<file path="config.mk">
export PLATFORM = sky130hd
export DESIGN_NAME = analytic_fir
export DESIGN_NICKNAME = d
export VERILOG_FILES = /design/src/rtl/analytic_fir_pkg.sv /design/src/rtl/analytic_fir_tapline.sv /design/src/rtl/analytic_fir_presub.sv /design/src/rtl/analytic_fir_mac.sv /design/src/rtl/analytic_fir.sv
export SDC_FILE = /design/constraint.sdc
export NUM_CORES = 1
export LEC_CHECK = 0
export ABC_CLOCK_PERIOD_IN_PS = 9900
export BUFFER_PORTS_ARGS = -buffer_cell sky130_fd_sc_hd__buf_2
export CORE_ASPECT_RATIO = 0.5
export CORE_MARGIN = 4
export CORE_UTILIZATION = 40
export CTS_CLUSTER_DIAMETER = 40
export DETAILED_ROUTE_END_ITERATION = 12
export GPL_ROUTABILITY_DRIVEN = 0
export HOLD_SLACK_MARGIN = 0.15
export SLEW_MARGIN = 30
export SYNTH_ARGS = -nofsm -noshare
export SYNTH_HDL_FRONTEND = slang
export SYNTH_HIERARCHICAL = 1
export SYNTH_SLANG_ARGS = --single-unit
</file>
<file path="constraint.sdc">
create_clock -name clk -period 9.9 [get_ports clk]
set_clock_uncertainty 0.1 [all_clocks]
set_input_delay 0 -clock clk [delete_from_list [all_inputs] [get_ports clk]]
set_output_delay 0 -clock clk [all_outputs]
set_load 0.01 [all_outputs]
</file>
<file path="src/rtl/analytic_fir_pkg.sv">
package analytic_fir_pkg;

    localparam int unsigned COEF_W_DEF = 10;
    localparam int unsigned FRAC_DEF   = 9;

    // Magnitude of the coefficient at odd distance off from the centre,
    // scaled by 2^FRAC_DEF. Distances beyond 7 use a rounded integer
    // approximation of 1024/(off*pi).
    function automatic int tap_weight(input int off);
        case (off)
            1:       return 326;
            3:       return 109;
            5:       return 66;
            7:       return 47;
            default: return (2048000 / (off * 3141) + 1) / 2;
        endcase
    endfunction

endpackage

</file>
<file path="src/rtl/analytic_fir_tapline.sv">
module analytic_fir_tapline #(
    parameter int unsigned DW   = 12,
    parameter int unsigned TAPS = 15
) (
    input  logic                          clk,
    input  logic                          rst_n,
    input  logic                          shift_en,
    input  logic [DW-1:0]                 din,
    output logic [TAPS-1:0][DW-1:0]       taps_o,
    output logic                          vld_o
);

    typedef struct packed {
        logic [TAPS-1:0][DW-1:0] tap;
        logic                    vld;
    } tl_state_t;

    tl_state_t st_d, st_q;

    always_comb begin
        st_d     = st_q;
        st_d.vld = shift_en;
        if (shift_en) begin
            st_d.tap[0] = din;
            for (int i = 1; i < int'(TAPS); i++) begin
                st_d.tap[i] = st_q.tap[i-1];
            end
        end
    end

    always_ff @(posedge clk) begin
        if (!rst_n) st_q <= '0;
        else        st_q <= st_d;
    end

    assign taps_o = st_q.tap;
    assign vld_o  = st_q.vld;


    idle_hold_chk: assert property (@(posedge clk) disable iff (!rst_n)
        !shift_en |=> $stable(st_q.tap));

endmodule

</file>
<file path="src/rtl/analytic_fir_presub.sv">
module analytic_fir_presub #(
    parameter int unsigned DW    = 12,
    parameter int unsigned HALF  = 7,
    localparam int unsigned TAPS  = 2 * HALF + 1,
    localparam int unsigned NPAIR = (HALF + 1) / 2
) (
    input  logic                          clk,
    input  logic                          rst_n,
    input  logic [TAPS-1:0][DW-1:0]       taps_i,
    input  logic                          vld_i,
    output logic [NPAIR-1:0][DW:0]        diff_o,
    output logic [DW-1:0]                 centre_o,
    output logic                          vld_o
);

    typedef struct packed {
        logic [NPAIR-1:0][DW:0] diff;
        logic [DW-1:0]          centre;
        logic                   vld;
    } ps_state_t;

    ps_state_t st_d, st_q;
    logic [NPAIR-1:0][DW:0] pair_w;

    // Older sample (higher index) minus the newer mirror sample.
    for (genvar p = 0; p < int'(NPAIR); p++) begin : g_pair
        localparam int unsigned OFF = 2 * p + 1;
        logic signed [DW:0] older_x, newer_x;
        assign older_x   = {taps_i[HALF+OFF][DW-1], taps_i[HALF+OFF]};
        assign newer_x   = {taps_i[HALF-OFF][DW-1], taps_i[HALF-OFF]};
        assign pair_w[p] = older_x - newer_x;
    end

    always_comb begin
        st_d     = st_q;
        st_d.vld = vld_i;
        if (vld_i) begin
            st_d.diff   = pair_w;
            st_d.centre = taps_i[HALF];
        end
    end

    always_ff @(posedge clk) begin
        if (!rst_n) st_q <= '0;
        else        st_q <= st_d;
    end

    assign diff_o   = st_q.diff;
    assign centre_o = st_q.centre;
    assign vld_o    = st_q.vld;

endmodule

</file>
<file path="src/rtl/analytic_fir_mac.sv">
module analytic_fir_mac
    import analytic_fir_pkg::*;
#(
    parameter int unsigned DW     = 12,
    parameter int unsigned NPAIR  = 4,
    parameter int unsigned COEF_W = COEF_W_DEF,
    parameter int unsigned FRAC   = FRAC_DEF,
    localparam int unsigned OW    = DW + 1,
    localparam int unsigned PW    = DW + 1 + COEF_W,
    localparam int unsigned SW    = PW + $clog2(NPAIR) + 1
) (
    input  logic                     clk,
    input  logic                     rst_n,
    input  logic [NPAIR-1:0][DW:0]   diff_i,
    input  logic [DW-1:0]            centre_i,
    input  logic                     vld_i,
    output logic                     out_valid,
    output logic [OW-1:0]            out_re,
    output logic [OW-1:0]            out_im
);

    localparam logic signed [SW-1:0] MAXV = (SW'(1) <<< (OW - 1)) - SW'(1);
    localparam logic signed [SW-1:0] MINV = -(SW'(1) <<< (OW - 1));

    typedef struct packed {
        logic [NPAIR-1:0][PW-1:0] prod;
        logic [DW-1:0]            centre;
        logic                     vld_m;
        logic [OW-1:0]            re;
        logic [OW-1:0]            im;
        logic                     vld_o;
    } mac_state_t;

    mac_state_t st_d, st_q;
    logic [NPAIR-1:0][PW-1:0] prod_w;
    logic signed [SW-1:0]     acc_w, scaled_w;

    for (genvar p = 0; p < int'(NPAIR); p++) begin : g_mul
        localparam logic signed [PW-1:0] WK = PW'(tap_weight(2 * p + 1));
        logic signed [DW:0]   dd;
        logic signed [PW-1:0] dext;
        assign dd        = diff_i[p];
        assign dext      = PW'(dd);
        assign prod_w[p] = dext * WK;
    end

    always_comb begin
        acc_w = '0;
        for (int p = 0; p < int'(NPAIR); p++) begin
            acc_w = acc_w + SW'($signed(st_q.prod[p]));
        end
        scaled_w = acc_w >>> FRAC;
    end

    always_comb begin
        st_d       = st_q;
        st_d.vld_m = vld_i;
        st_d.vld_o = st_q.vld_m;
        if (vld_i) begin
            st_d.prod   = prod_w;
            st_d.centre = centre_i;
        end
        if (st_q.vld_m) begin
            st_d.re = OW'($signed(st_q.centre));
            if (scaled_w > MAXV)      st_d.im = OW'(MAXV);
            else if (scaled_w < MINV) st_d.im = OW'(MINV);
            else                      st_d.im = OW'(scaled_w);
        end
    end

    always_ff @(posedge clk) begin
        if (!rst_n) st_q <= '0;
        else        st_q <= st_d;
    end

    assign out_valid = st_q.vld_o;
    assign out_re    = st_q.re;
    assign out_im    = st_q.im;


    zero_pair_chk: assert property (@(posedge clk) disable iff (!rst_n)
        (vld_i && diff_i == '0) |=> (st_q.prod == '0));


    zero_sum_chk: assert property (@(posedge clk) disable iff (!rst_n)
        (st_q.vld_m && st_q.prod == '0) |=> (st_q.im == '0));

endmodule

</file>
<file path="src/rtl/analytic_fir.sv">
module analytic_fir
    import analytic_fir_pkg::*;
#(
    parameter int unsigned DW     = 12,
    parameter int unsigned HALF   = 7,
    parameter int unsigned COEF_W = COEF_W_DEF,
    parameter int unsigned FRAC   = FRAC_DEF
) (
    input  logic          clk,
    input  logic          rst_n,
    input  logic          in_valid,
    input  logic [DW-1:0] in_sample,
    output logic          out_valid,
    output logic [DW:0]   out_re,
    output logic [DW:0]   out_im
);

    localparam int unsigned TAPS  = 2 * HALF + 1;
    localparam int unsigned NPAIR = (HALF + 1) / 2;

    logic [TAPS-1:0][DW-1:0] taps_w;
    logic                    win_vld;
    logic [NPAIR-1:0][DW:0]  diff_w;
    logic [DW-1:0]           centre_w;
    logic                    sub_vld;

    analytic_fir_tapline #(.DW(DW), .TAPS(TAPS)) u_tapline (
        .clk      (clk),
        .rst_n    (rst_n),
        .shift_en (in_valid),
        .din      (in_sample),
        .taps_o   (taps_w),
        .vld_o    (win_vld)
    );

    analytic_fir_presub #(.DW(DW), .HALF(HALF)) u_presub (
        .clk      (clk),
        .rst_n    (rst_n),
        .taps_i   (taps_w),
        .vld_i    (win_vld),
        .diff_o   (diff_w),
        .centre_o (centre_w),
        .vld_o    (sub_vld)
    );

    analytic_fir_mac #(.DW(DW), .NPAIR(NPAIR), .COEF_W(COEF_W), .FRAC(FRAC)) u_mac (
        .clk       (clk),
        .rst_n     (rst_n),
        .diff_i    (diff_w),
        .centre_i  (centre_w),
        .vld_i     (sub_vld),
        .out_valid (out_valid),
        .out_re    (out_re),
        .out_im    (out_im)
    );


    latency_chk: assert property (@(posedge clk) disable iff (!rst_n)
        out_valid |-> $past(in_valid, 4));

endmodule

</file>
==> results by group <==
Outcome
  • Outcome: finished, final reports clean

Synthesis
  • Mapped Avg Cell Area: 9.58 um2
  • Register area share after synthesis: 0.298
  • Mapped cell area: 0.0247 mm2
  • Post-synth top cells: 368 x dfxtp_1, 356 x inv_1, 293 x mux2i_1, 249 x ha_1, 222 x nor2b_1
  • Ys Warns: 6
  • Net Count, Synth: 2981
  • Synth unique cells: 83
  • Yosys top cell area share: 0.298
  • Top-count cell post-synth: dfxtp_1
  • Synth area leader: dfxtp_1
  • Syn Inst Count: 2582
  • Main synth FF type: dfxtp_1
  • Number of enable flip-flop cells after synthesis: 0
  • Flops & latches, synth: between 300 and 400
  • Top cells by area, synth: dfxtp_1 30%, ha_1 13%, mux2i_1 12%
  • Post-synth ARST share: 0

Placement
  • Port Buffers: 41
  • Placed instance area: 0.0254 mm2
  • Final HPWL DP: 40.0 mm
  • Placement Setup Slack: 5.14 ns

Worst setup path
  • Cell-by-cell trace of the critical path: fa_1, ha_1, inv_1, fa_1, inv_1, fa_1, ha_1, or3_1, o21bai_1, a211oi_1, o21ai_0, a41oi_1, o21ai_0, xnor2_1, mux2i_1, nor2_1
  • CP dominant cell by count: fa_1
  • Crit Path Category: flip-flop to flip-flop
  • Critical path arrival: 5.09 ns
  • Critical path peak fanout: 6
  • CP Launch Type: flip-flop
  • CP delay by family, top: adder cells
  • Buffers and inverters on the worst path: 2
  • Slowest cell on crit path: dfxtp_1
  • CP Data Required Time: 10.25 ns
  • Crit end category: flip-flop
  • Critical Path Max Stage Delay: 0.54 ns

Timing
  • Final worst slack: 5.16 ns
  • WHS: about 0.24 ns
  • RSZ-0062 raised after global routing: no
  • Slew HR: 0.390
  • Final setup viols: 0
  • Final Cycle Share: 0.479
  • Actual slew at the worst max-slew pin: 0.915 ns
  • Final setup TNS: 0 ns
  • Pins Over Slew Limit: 0
  • Fmax: 211 MHz
  • Hold Fails Final Rpt: 0
  • Final min period: 4.74 ns

Clock network
  • H-tree levels: 2
  • Worst-Skew Late Latency: 0.59 ns
  • CTS Buf Count: 48
  • Max clock buf depth: 3
  • Root Buffer Master: clkbuf_16
  • CTS tree: built
  • # clock sinks: between 300 and 400
  • Clock slew at reported path FFs: around 0.060 ns
  • Post-CTS Repair Setup Buffers: 0

Route
  • Top routing layer in use: met4
  • Wl on met1: 29.1 mm
  • Vias: roughly 17000
  • Post-route DRC: 0
  • DR pass1 iterations: 4
  • WL final: around 54 mm
  • Avg WL per Cell: between 15 and 20 um
  • Met2 WL: approximately 22 mm
  • Average vias per placed instance: 4.84
  • Final ANT Viol Nets: 0
  • Routed length on met3: 1.57 mm
  • DRT iter0 DRCs: 905

Cells and area
  • Layout area overhead: 11.2%
  • Antenna diodes: 0
  • Nets: 3014
  • Share of cells above drive strength 1: 0.0723
  • Fin area: 0.0275 mm2

Power and ir drop
  • Logic pwr share: 0.145
  • Leak: around 12 nW
  • Pwr Total: between 3 and 4 mW
  • Power Dens Cells: 141 mW/mm2
  • Sw Share: 0.285
  • P_sw: 1.10 mW
  • Seq pwr share: 0.400
  • Int Pwr: 2.77 mW
  • VDD IR max: ~0.00014 V
  • Clock share of power: 0.456

Hold path
  • Hold crit path type: input port to flip-flop

Die
  • Die height: 184 um
  • # rows: 64
  • I/O pin count: between 40 and 50
  • Initial core utilization: 0.404
  • Die ar.: 0.0661 mm2
  • Core area: 0.0612 mm2
  • Die Width: 360 um

Global route
  • Largest net degree at the start of global routing: 235
  • Vias in the first global route: 16600
  • Overflow after GRT: 0
  • First-pass GRT wire length: 88.6 mm
  • Initial antenna violation count: 0
  • GRT Util Overall: 0.162

Run
  • Maxcap violations: 0
[cells by family after synthesis]
family / synth area share
xor gates and xnor gates: 0.0361
muxes: 0.119
DFF: 0.298
and+or+nand+nor: 0.132
adders and majority gates: 0.235
AOI/OAI and AO/OA: 0.0969
buffers and inverters: 0.0827
[power by group through the flow]
stage               sequential [mW]  clock (mW)  combinational, mW
finish                         1.55        1.77              0.561
global route                   1.55        1.87              0.640
CTS                            1.55        1.82              0.565
detailed placement             1.58           0              0.545
global placement               1.58           0              0.538
floorplan                      1.56           0              0.445
[sequential cells by signal (all words and copies together), names as in the netlist]
| register | cells |
|---|---|
| u_tapline/vld_o | 1 |
| u_mac/st_q | 95 |
| u_mac/out_im | 13 |
| u_presub/centre_o | 12 |
| u_tapline/taps_o | 180 |
| u_mac/out_re | 12 |
| u_presub/diff_o | 52 |
| u_mac/out_valid | 1 |
| u_presub/vld_o | 1 |
| u_mac/st_d | 1 |
[per-stage QoR]
stage               std cells  utilization
CTS                      3479        0.450
finish                   3479        0.450
floorplan                2582            -
global route             3479        0.450
detailed placement       3341        0.415
global placement         3341        0.415
[worst reg2reg max path, stage by stage (launching register included)]
cell	delay, ns
dfxtp_1	0.54
fa_1	0.50
ha_1	0.29
inv_1	0.05
fa_1	0.53
inv_1	0.05
fa_1	0.45
ha_1	0.23
or3_1	0.41
o21bai_1	0.20
a211oi_1	0.31
o21ai_0	0.19
a41oi_1	0.30
o21ai_0	0.15
xnor2_1	0.14
mux2i_1	0.13
nor2_1	0.05
[layout make-up]
class	instances	area [um2]
clock buffers	58	1290
inverters	356	1340
clock inverters	31	348
well taps	825	1030
multi-input cells	1742	15300
fillers	5832	33700
flip-flops and latches	368	7370
repair buffers	99	796
[layout by cell type (no fill, tap or decap), types with 13 or more instances in the layout]
| cell | synthesis | layout |
|---|---|---|
| buf_2 | 5 | 39 |
| dfxtp_1 | 368 | 366 |
| ha_1 | 249 | 249 |
| xor2_1 | 29 | 29 |
| fa_1 | 135 | 135 |
| mux2i_1 | 293 | 293 |
| a31oi_1 | 14 | 14 |
| clkbuf_16 | 0 | 48 |
| o21bai_1 | 13 | 13 |
| a21oi_1 | 63 | 63 |
| nor3_1 | 16 | 16 |
| o21ai_0 | 72 | 72 |
| a211oi_1 | 20 | 20 |
| o21ai_1 | 17 | 17 |
| nand2_1 | 86 | 86 |
| dlygate4sd3_1 | 0 | 49 |
| nand3b_1 | 14 | 14 |
| xnor2_1 | 73 | 73 |
| nand2b_1 | 22 | 22 |
| nor2b_1 | 222 | 222 |
| a21o_1 | 25 | 25 |
| nor2_1 | 173 | 173 |
| inv_1 | 356 | 355 |
| nand3_1 | 21 | 21 |
[metal layers]
layer	vias to the layer above	track usage
met5	-	0
met4	0	0.0293
met3	57	0.0218
met2	175	0.246
met1	7968	0.247
li1	8654	-
[repair_timing]
item | 4_1_cts | 5_1_grt
endpoints found under the hold margin | 262 | 0
resized for setup | 0 | 0
hold buffers | 49 | 0
endpoints found under the setup margin | 0 | 0
[final timing paths]
kind | from | endpoint | slack, ns | cells after the start
worst min-delay path | rst_n | u_mac/st_q[83]$_SDFFE_PN0P_ | 0.24 | 4
worst min register to register | u_mac/out_im[11]$_SDFFE_PN0P_ | u_mac/out_im[11]$_SDFFE_PN0P_ | 0.38 | 2
worst max register to register | u_presub/diff_o[46]$_SDFFE_PN0P_ | u_mac/st_q[127]$_SDFFE_PN0P_ | 5.16 | 16
worst max-delay path | u_presub/diff_o[46]$_SDFFE_PN0P_ | u_mac/st_q[127]$_SDFFE_PN0P_ | 5.16 | 16
No activity file was read; power rests on OpenSTA's default activity.
